`src/rtl/i2c_tgt_pkg.sv`:
```
package i2c_tgt_pkg;

   typedef enum logic [3:0] {
      ST_IDLE,
      ST_ADDR,
      ST_AACK,
      ST_WDATA,
      ST_WACK,
      ST_RDATA,
      ST_RACK,
      ST_RNEXT,
      ST_HOLD
   } tgt_state_e;

   typedef struct packed {
      logic start;
      logic stop;
      logic rise;
      logic fall;
      logic sda;
   } bus_evt_t;

endpackage

```
`src/rtl/i2c_tgt_linesync.sv`:
```
module i2c_tgt_linesync
   import i2c_tgt_pkg::*;
#(
   parameter int STAGES = 2
) (
   input  logic     clk,
   input  logic     rst_n,
   input  logic     scl_i,
   input  logic     sda_i,
   output bus_evt_t evt,
   output logic     scl_lvl
);

   logic [STAGES-1:0] scl_r;
   logic [STAGES-1:0] sda_r;
   logic              scl_p;
   logic              sda_p;
   logic              scl_s;
   logic              sda_s;

   always_ff @(posedge clk or negedge rst_n) begin
      if (!rst_n) begin
         scl_r <= '1;
         sda_r <= '1;
         scl_p <= 1'b1;
         sda_p <= 1'b1;
      end else begin
         scl_r <= {scl_r[STAGES-2:0], scl_i};
         sda_r <= {sda_r[STAGES-2:0], sda_i};
         scl_p <= scl_s;
         sda_p <= sda_s;
      end
   end

   assign scl_s = scl_r[STAGES-1];
   assign sda_s = sda_r[STAGES-1];

   always_comb begin
      evt.start = scl_s & scl_p & sda_p & ~sda_s;
      evt.stop  = scl_s & scl_p & ~sda_p & sda_s;
      evt.rise  = scl_s & ~scl_p;
      evt.fall  = ~scl_s & scl_p;
      evt.sda   = sda_s;
   end

   assign scl_lvl = scl_s;

endmodule

```
`src/rtl/i2c_tgt_txhold.sv`:
```
module i2c_tgt_txhold #(
   parameter int DW = 8
) (
   input  logic          clk,
   input  logic          rst_n,
   input  logic [DW-1:0] wr_data,
   input  logic          wr_en,
   input  logic          take,
   output logic [DW-1:0] out_byte,
   output logic          empty
);

   logic [DW-1:0] hold_q;
   logic          full_q;

   always_ff @(posedge clk or negedge rst_n) begin
      if (!rst_n) begin
         hold_q <= '0;
         full_q <= 1'b0;
      end else begin
         if (take) full_q <= 1'b0;
         if (wr_en) begin
            hold_q <= wr_data;
            full_q <= 1'b1;
         end
      end
   end

   assign out_byte = full_q ? hold_q : {DW{1'b1}};
   assign empty    = ~full_q;

endmodule

```
`src/rtl/i2c_tgt_engine.sv`:
```
module i2c_tgt_engine
   import i2c_tgt_pkg::*;
#(
   parameter int AW = 7,
   parameter int DW = 8
) (
   input  logic          clk,
   input  logic          rst_n,
   input  bus_evt_t      evt,
   input  logic [AW-1:0] own_addr,
   input  logic          active,
   input  logic [DW-1:0] tx_byte,
   input  logic          tx_none,
   output logic          take,
   input  logic          rx_read,
   output logic [DW-1:0] rx_data,
   output logic          rx_valid,
   output logic          sda_oe,
   output logic          acc,
   output logic          rd_dir,
   output logic          eoa,
   output logic          txcomp,
   output logic          underrun
);

   localparam int CNT_W = $clog2(DW + 2);
   localparam logic [CNT_W-1:0] LAST = CNT_W'(DW - 1);
   localparam logic [CNT_W-1:0] FULL = CNT_W'(DW);

   tgt_state_e       state;
   logic [CNT_W-1:0] cnt;
   logic [DW-1:0]    sh;

   assign take = evt.fall &
                 (((state == ST_AACK) & sda_oe & rd_dir) | (state == ST_RNEXT));

   always_ff @(posedge clk or negedge rst_n) begin
      if (!rst_n) begin
         state    <= ST_IDLE;
         cnt      <= '0;
         sh       <= '0;
         sda_oe   <= 1'b0;
         acc      <= 1'b0;
         rd_dir   <= 1'b0;
         eoa      <= 1'b0;
         txcomp   <= 1'b0;
         underrun <= 1'b0;
         rx_data  <= '0;
         rx_valid <= 1'b0;
      end else begin
         eoa <= 1'b0;
         if (rx_read) rx_valid <= 1'b0;
         if (!active) begin
            state  <= ST_IDLE;
            sda_oe <= 1'b0;
            acc    <= 1'b0;
         end else if (evt.start || evt.stop) begin
            if (acc) begin
               eoa <= 1'b1;
               acc <= 1'b0;
               if (rd_dir) txcomp <= 1'b1;
            end
            sda_oe <= 1'b0;
            cnt    <= '0;
            state  <= evt.start ? ST_ADDR : ST_IDLE;
         end else begin
            if (take) begin
               sh     <= tx_byte;
               sda_oe <= ~tx_byte[DW-1];
               cnt    <= '0;
               state  <= ST_RDATA;
               if (tx_none) underrun <= 1'b1;
            end
            unique case (state)
               ST_ADDR: if (evt.rise) begin
                  sh  <= {sh[DW-2:0], evt.sda};
                  cnt <= cnt + 1'b1;
                  if (cnt == LAST) begin
                     if (sh[AW-1:0] == own_addr) begin
                        acc      <= 1'b1;
                        rd_dir   <= evt.sda;
                        txcomp   <= 1'b0;
                        underrun <= 1'b0;
                        state    <= ST_AACK;
                     end else begin
                        state <= ST_HOLD;
                     end
                  end
               end
               ST_AACK: if (evt.fall) begin
                  if (!sda_oe) begin
                     sda_oe <= 1'b1;
                  end else if (!rd_dir) begin
                     sda_oe <= 1'b0;
                     cnt    <= '0;
                     state  <= ST_WDATA;
                  end
               end
               ST_WDATA: if (evt.rise) begin
                  sh  <= {sh[DW-2:0], evt.sda};
                  cnt <= cnt + 1'b1;
                  if (cnt == LAST) begin
                     rx_data  <= {sh[DW-2:0], evt.sda};
                     rx_valid <= 1'b1;
                     state    <= ST_WACK;
                  end
               end
               ST_WACK: if (evt.fall) begin
                  if (!sda_oe) begin
                     sda_oe <= 1'b1;
                  end else begin
                     sda_oe <= 1'b0;
                     cnt    <= '0;
                     state  <= ST_WDATA;
                  end
               end
               ST_RDATA: begin
                  if (evt.rise && cnt != FULL) cnt <= cnt + 1'b1;
                  if (evt.fall) begin
                     if (cnt == FULL) begin
                        sda_oe <= 1'b0;
                        state  <= ST_RACK;
                     end else if (cnt != '0) begin
                        sh     <= {sh[DW-2:0], 1'b0};
                        sda_oe <= ~sh[DW-2];
                     end
                  end
               end
               ST_RACK: if (evt.rise) begin
                  state <= evt.sda ? ST_HOLD : ST_RNEXT;
               end
               default: ;
            endcase
         end
      end
   end

endmodule

```
`src/rtl/i2c_target_ctrl.sv`:
```
module i2c_target_ctrl
   import i2c_tgt_pkg::*;
#(
   parameter int ADDR_W      = 7,
   parameter int DATA_W      = 8,
   parameter int SYNC_STAGES = 2
) (
   input  logic              clk,
   input  logic              rst_n,
   input  logic              scl_i,
   input  logic              sda_i,
   output logic              sda_oe,
   input  logic [ADDR_W-1:0] own_addr,
   input  logic              slave_en,
   input  logic              master_dis,
   input  logic [DATA_W-1:0] tx_data,
   input  logic              tx_load,
   output logic              tx_empty,
   output logic [DATA_W-1:0] rx_data,
   output logic              rx_valid,
   input  logic              rx_read,
   output logic              acc,
   output logic              rd_dir,
   output logic              eoa,
   output logic              txcomp,
   output logic              underrun
);

   if (ADDR_W != DATA_W - 1) begin : g_bad_addr_w
      $error("ADDR_W must be DATA_W-1 for the 7-bit address byte layout");
   end
   if (SYNC_STAGES < 2) begin : g_bad_sync
      $error("SYNC_STAGES must be at least 2");
   end

   bus_evt_t          evt;
   logic              scl_lvl;
   logic              take;
   logic [DATA_W-1:0] tx_byte;
   logic              active;

   assign active = slave_en & master_dis;

   i2c_tgt_linesync #(.STAGES(SYNC_STAGES)) u_sync (
      .clk     (clk),
      .rst_n   (rst_n),
      .scl_i   (scl_i),
      .sda_i   (sda_i),
      .evt     (evt),
      .scl_lvl (scl_lvl)
   );

   i2c_tgt_txhold #(.DW(DATA_W)) u_hold (
      .clk      (clk),
      .rst_n    (rst_n),
      .wr_data  (tx_data),
      .wr_en    (tx_load),
      .take     (take),
      .out_byte (tx_byte),
      .empty    (tx_empty)
   );

   i2c_tgt_engine #(.AW(ADDR_W), .DW(DATA_W)) u_eng (
      .clk      (clk),
      .rst_n    (rst_n),
      .evt      (evt),
      .own_addr (own_addr),
      .active   (active),
      .tx_byte  (tx_byte),
      .tx_none  (tx_empty),
      .take     (take),
      .rx_read  (rx_read),
      .rx_data  (rx_data),
      .rx_valid (rx_valid),
      .sda_oe   (sda_oe),
      .acc      (acc),
      .rd_dir   (rd_dir),
      .eoa      (eoa),
      .txcomp   (txcomp),
      .underrun (underrun)
   );

endmodule

```
`config.mk`:
```
export PLATFORM = sky130hd
export DESIGN_NAME = i2c_target_ctrl
export DESIGN_NICKNAME = d
export VERILOG_FILES = /design/src/rtl/i2c_tgt_pkg.sv /design/src/rtl/i2c_tgt_linesync.sv /design/src/rtl/i2c_tgt_txhold.sv /design/src/rtl/i2c_tgt_engine.sv /design/src/rtl/i2c_target_ctrl.sv
export SDC_FILE = /design/constraint.sdc
export NUM_CORES = 1
export LEC_CHECK = 0
export BUFFER_PORTS_ARGS = -buffer_cell sky130_fd_sc_hd__buf_2
export CAP_MARGIN = 20
export CORE_UTILIZATION = 40
export DETAILED_ROUTE_END_ITERATION = 12
export GPL_TIMING_DRIVEN = 0
export HOLD_SLACK_MARGIN = 0.05
export PLACE_DENSITY_LB_ADDON = 0.08
export SLEW_MARGIN = 20
export SYNTH_ARGS = -nofsm -noshare
export SYNTH_HDL_FRONTEND = slang
export SYNTH_HIERARCHICAL = 1
export SYNTH_SLANG_ARGS = --single-unit
```
`constraint.sdc`:
```
create_clock -name clk -period 2.4 [get_ports clk]
set_input_delay 0.24 -clock clk [delete_from_list [all_inputs] [get_ports clk]]
set_output_delay 0.24 -clock clk [all_outputs]
set_load 0.02 [all_outputs]
```
==> impl_results.md <==
- Status: finished, final reports clean
- Initial antenna violation count: 0
- Congestion Overflow GR: 0
- Reg clk slew, reported paths: 0.09 ns
- Post-synthesis sequential area ratio: 0.4592
- FF+latch count, synth: 45
- Syn_nets: 264
- Max Root-Sink Buffers: 2
- CTS tree: done
- Buf/Inv on CP: 0
- Yosys top cell area share: 0.3953
- R2r startpoint: u_sync/scl_r[1]$_DFF_PN1_
- Worst slack, placed: -0.007692 ns
- Via count of the first global-routing pass: 1968
- Hold Path Stages: 2
- Post-Synthesis Cells: 239
- Max frequency: 449.1 MHz
- Startpoint types: flop
- Crit end category: flop
- # IOs: 39
- Fin. max-slew vios: 0
- Core area: 5921 µm²
- FF-to-FF path depth: 5
- N_diodes: 0
- Hold crit path type: in2reg
- Largest fanout on the critical path: 8
- Setup tns final: 0 ns
- H-tree Lvls: 2
- Synth top area cells: dfrtp_1 40%, dfstp_2 6.4%, mux2_4 4.9%
- Fin crit period: 2.227 ns
- Worst hold slack: 0.1409 ns
- HP Start: rx_read
- TritonCTS buffer count: 5
- Clock Skew: 0.009850 ns
- First-pass GRT wire length: 9.832 mm
- Post-Syn Area: 2469 µm²
- Top delay family on crit path: simple AND/OR/NAND/NOR gates
- Layout net count: 312
- Final Setup Violations: 0
- Hold endpoint: u_eng/rx_valid$_DFF_PN0_
- Chip height: 80.56 µm
- # port buffers: 37
- Clock latency on the worst-skew pair: 0.29 ns
- WP data arrival: 2.40 ns
- CTS root buffer: clkbuf_8
- Die width: 80.56 µm
- Critical path cell sequence: nor2b_2 -> and4bb_1 -> nand4_1 -> nor2_4 -> mux2_2
- Final Hold Viols: 0
- Most frequent cells in the layout: 39 x dfrtp_1, 38 x buf_2, 21 x nand2_1, 14 x inv_1, 14 x o21ai_0
- DR vias: 2013
- Reg-to-reg slack, setup: 0.17 ns
- Global Route Usage Sum: 0.2022
- Worst slew margin: 0.6138
- Most common cell after layout, fill and taps aside: dfrtp_1
- Post-DRT Antenna Nets: 0
- Final period utilization: 0.9279
- Fill cells: 562
- Share of layout cells above drive strength 1: 0.2882
- Routability Congestion: 0.8900
- Post-synth cell types: 60
- Synth async-reset ratio: 1.000
- Worst-margin pin slew: 0.5755 ns
- Std-Cell Rows: 28
- Initial cell density of the core: 0.4169
- Biggest area consumer among synthesized cells: dfrtp_1
- Post-synth EDFFs: 0
- Peak supply drop: 336.9 µV
- Setup CP Type: reg2reg
- PwrDens: 519.2 nW/µm²
- Syn avg cell area: 10.33 µm²
- Layout area overhead: 18.09%
- Worst path max stage delay: 0.56 ns
- Clk sinks: 45
- DRC viols: 0
- WL/cell: 16.02 µm
- Post-synth top flop: dfrtp_1
- Worst r2r dst: u_eng/rx_data[6]$_DFFE_PN0P_
- Final wirelength: 5.816 mm
- Synth Warn #: 6
- Max-Cap Viols: 0
- Vias per Instance: 5.545
- CP max stage cell: dfstp_2
- Pin count of the biggest net entering global routing: 46
- Initial drt markers: 183
- Leak Pwr: 1.323 nW
- Die Area: 6490 µm²
- Crit path required time: 2.58 ns
- HPWL after DPL: 4.140 mm
- RSZ-0062 raised after global routing: no
- First-pass iteration count of the detailed router: 4
- Setup ws final: 0.1731 ns
timing repair:
item	in CTS	in global routing
hold buffers	2	1
endpoints found under the setup margin	8	23
gates cloned	0	0
pin swaps	0	1
gates resized for setup	1	2
buffers inserted	0	2
hold endpoints to repair	2	39
logic make-up after synthesis:
| group | synth area share |
|---|---|
| buf+inv | 0.04207 |
| mux | 0.09428 |
| flops | 0.4592 |
| fa+ha+maj | 0.01014 |
| xor+xnor | 0.02838 |
| compound gates | 0.1743 |
| simple gates | 0.1916 |
per-layer routing:
| metal | routed length (µm) | global-route usage | vias up | share of wire |
|---|---|---|---|---|
| li1 | - | - | 962 | - |
| met1 | 2862 | 0.2965 | 980 | 0.49 |
| met4 | 82 | 0.06429 | 0 | 0.014 |
| met5 | 0 | 0 | - | 0 |
| met3 | 213 | 0.03977 | 10 | 0.037 |
| met2 | 2658 | 0.2949 | 61 | 0.46 |
area by class of cell:
cell class / instances / area [µm²] / share of cell area
buffer: 9 / 47.55 / 0.01631
clock buffer: 6 / 72.57 / 0.02489
clock inverter: 2 / 38.79 / 0.01330
inverter: 14 / 52.55 / 0.01803
multi-input combinational: 170 / 1244 / 0.4266
sequential: 45 / 1134 / 0.3888
tap: 75 / 93.84 / 0.03219
timing repair buffer: 42 / 232.7 / 0.07983
synthesized netlist by cell type, types with 2 or more instances:
library cell  instances
a211oi_1              2
a21o_1                2
a21oi_1               7
a22oi_1               7
a31oi_1               5
and2_1                2
and4b_1               2
buf_2                 2
clkbuf_1              6
dfrtp_1              39
dfstp_2               6
ha_1                  2
inv_1                14
mux2_2               10
mux2_4                8
nand2_1              21
nand2b_1             10
nand3_1               5
nand3b_1              2
nand4_1               4
nor2_1               12
nor2b_1               6
nor3_1                2
nor4_1                2
o21a_1                2
o21ai_0              14
o22ai_1               2
o31ai_1               2
o41ai_1               2
or2b_1                3
xnor2_1               3
xor2_1                5
how the worst max path moves through the flow:
| stage | slack (ns) | end | cells after the start | startpoint |
|---|---|---|---|---|
| floorplan | 0.38 | u_eng/sda_oe$_DFF_PN0_ | 7 | u_sync/scl_p$_DFF_PN1_ |
| global placement | -0.03 | u_eng/rx_data[3]$_DFFE_PN0P_ | 5 | u_sync/scl_r[1]$_DFF_PN1_ |
| detailed placement | -0.008 | u_eng/rx_data[3]$_DFFE_PN0P_ | 5 | u_sync/scl_r[1]$_DFF_PN1_ |
| CTS | 0.03 | u_eng/sda_oe$_DFF_PN0_ | 7 | u_sync/scl_p$_DFF_PN1_ |
| global route | 0.04 | u_eng/rx_data[1]$_DFFE_PN0P_ | 5 | u_sync/scl_r[1]$_DFF_PN1_ |
| finish | 0.17 | u_eng/rx_data[6]$_DFFE_PN0P_ | 5 | u_sync/scl_r[1]$_DFF_PN1_ |
sequential cells by signal (all words and copies together) (netlist names), 2 cells and up:
register       cells
u_eng/sh           7
u_eng/state        4
u_sync/sda_r       2
u_hold/hold_q      8
u_sync/scl_r       2
u_eng/rx_data      8
u_eng/cnt          4
per-stage QoR:
step | util | instance area [µm²] | instances | power [W]
6_report | 0.4924 | 2915 | 363 | 0.001514
5_1_grt | 0.4924 | 2915 | 363 | 0.001586
4_1_cts | 0.4871 | 2884 | 361 | 0.001537
3_5_place_dp | 0.4641 | 2748 | 351 | 0.0009531
3_3_place_gp | 0.4641 | 2748 | 351 | 0.0009499
2_1_floorplan | - | 2469 | 239 | 0.0008949
report_power, final:
| group | total, W | leakage, nW | internal, W | switching, W |
|---|---|---|---|---|
| clock | 0.000571 | 0.0554 | 0.000313 | 0.000258 |
| sequential | 0.000798 | 0.579 | 0.000785 | 0.0000131 |
| combinational | 0.000145 | 0.689 | 0.0000681 | 0.0000770 |
| total | 0.00151 | 1.32 | 0.00117 | 0.000348 |
No activity file was read; power rests on OpenSTA's default activity.
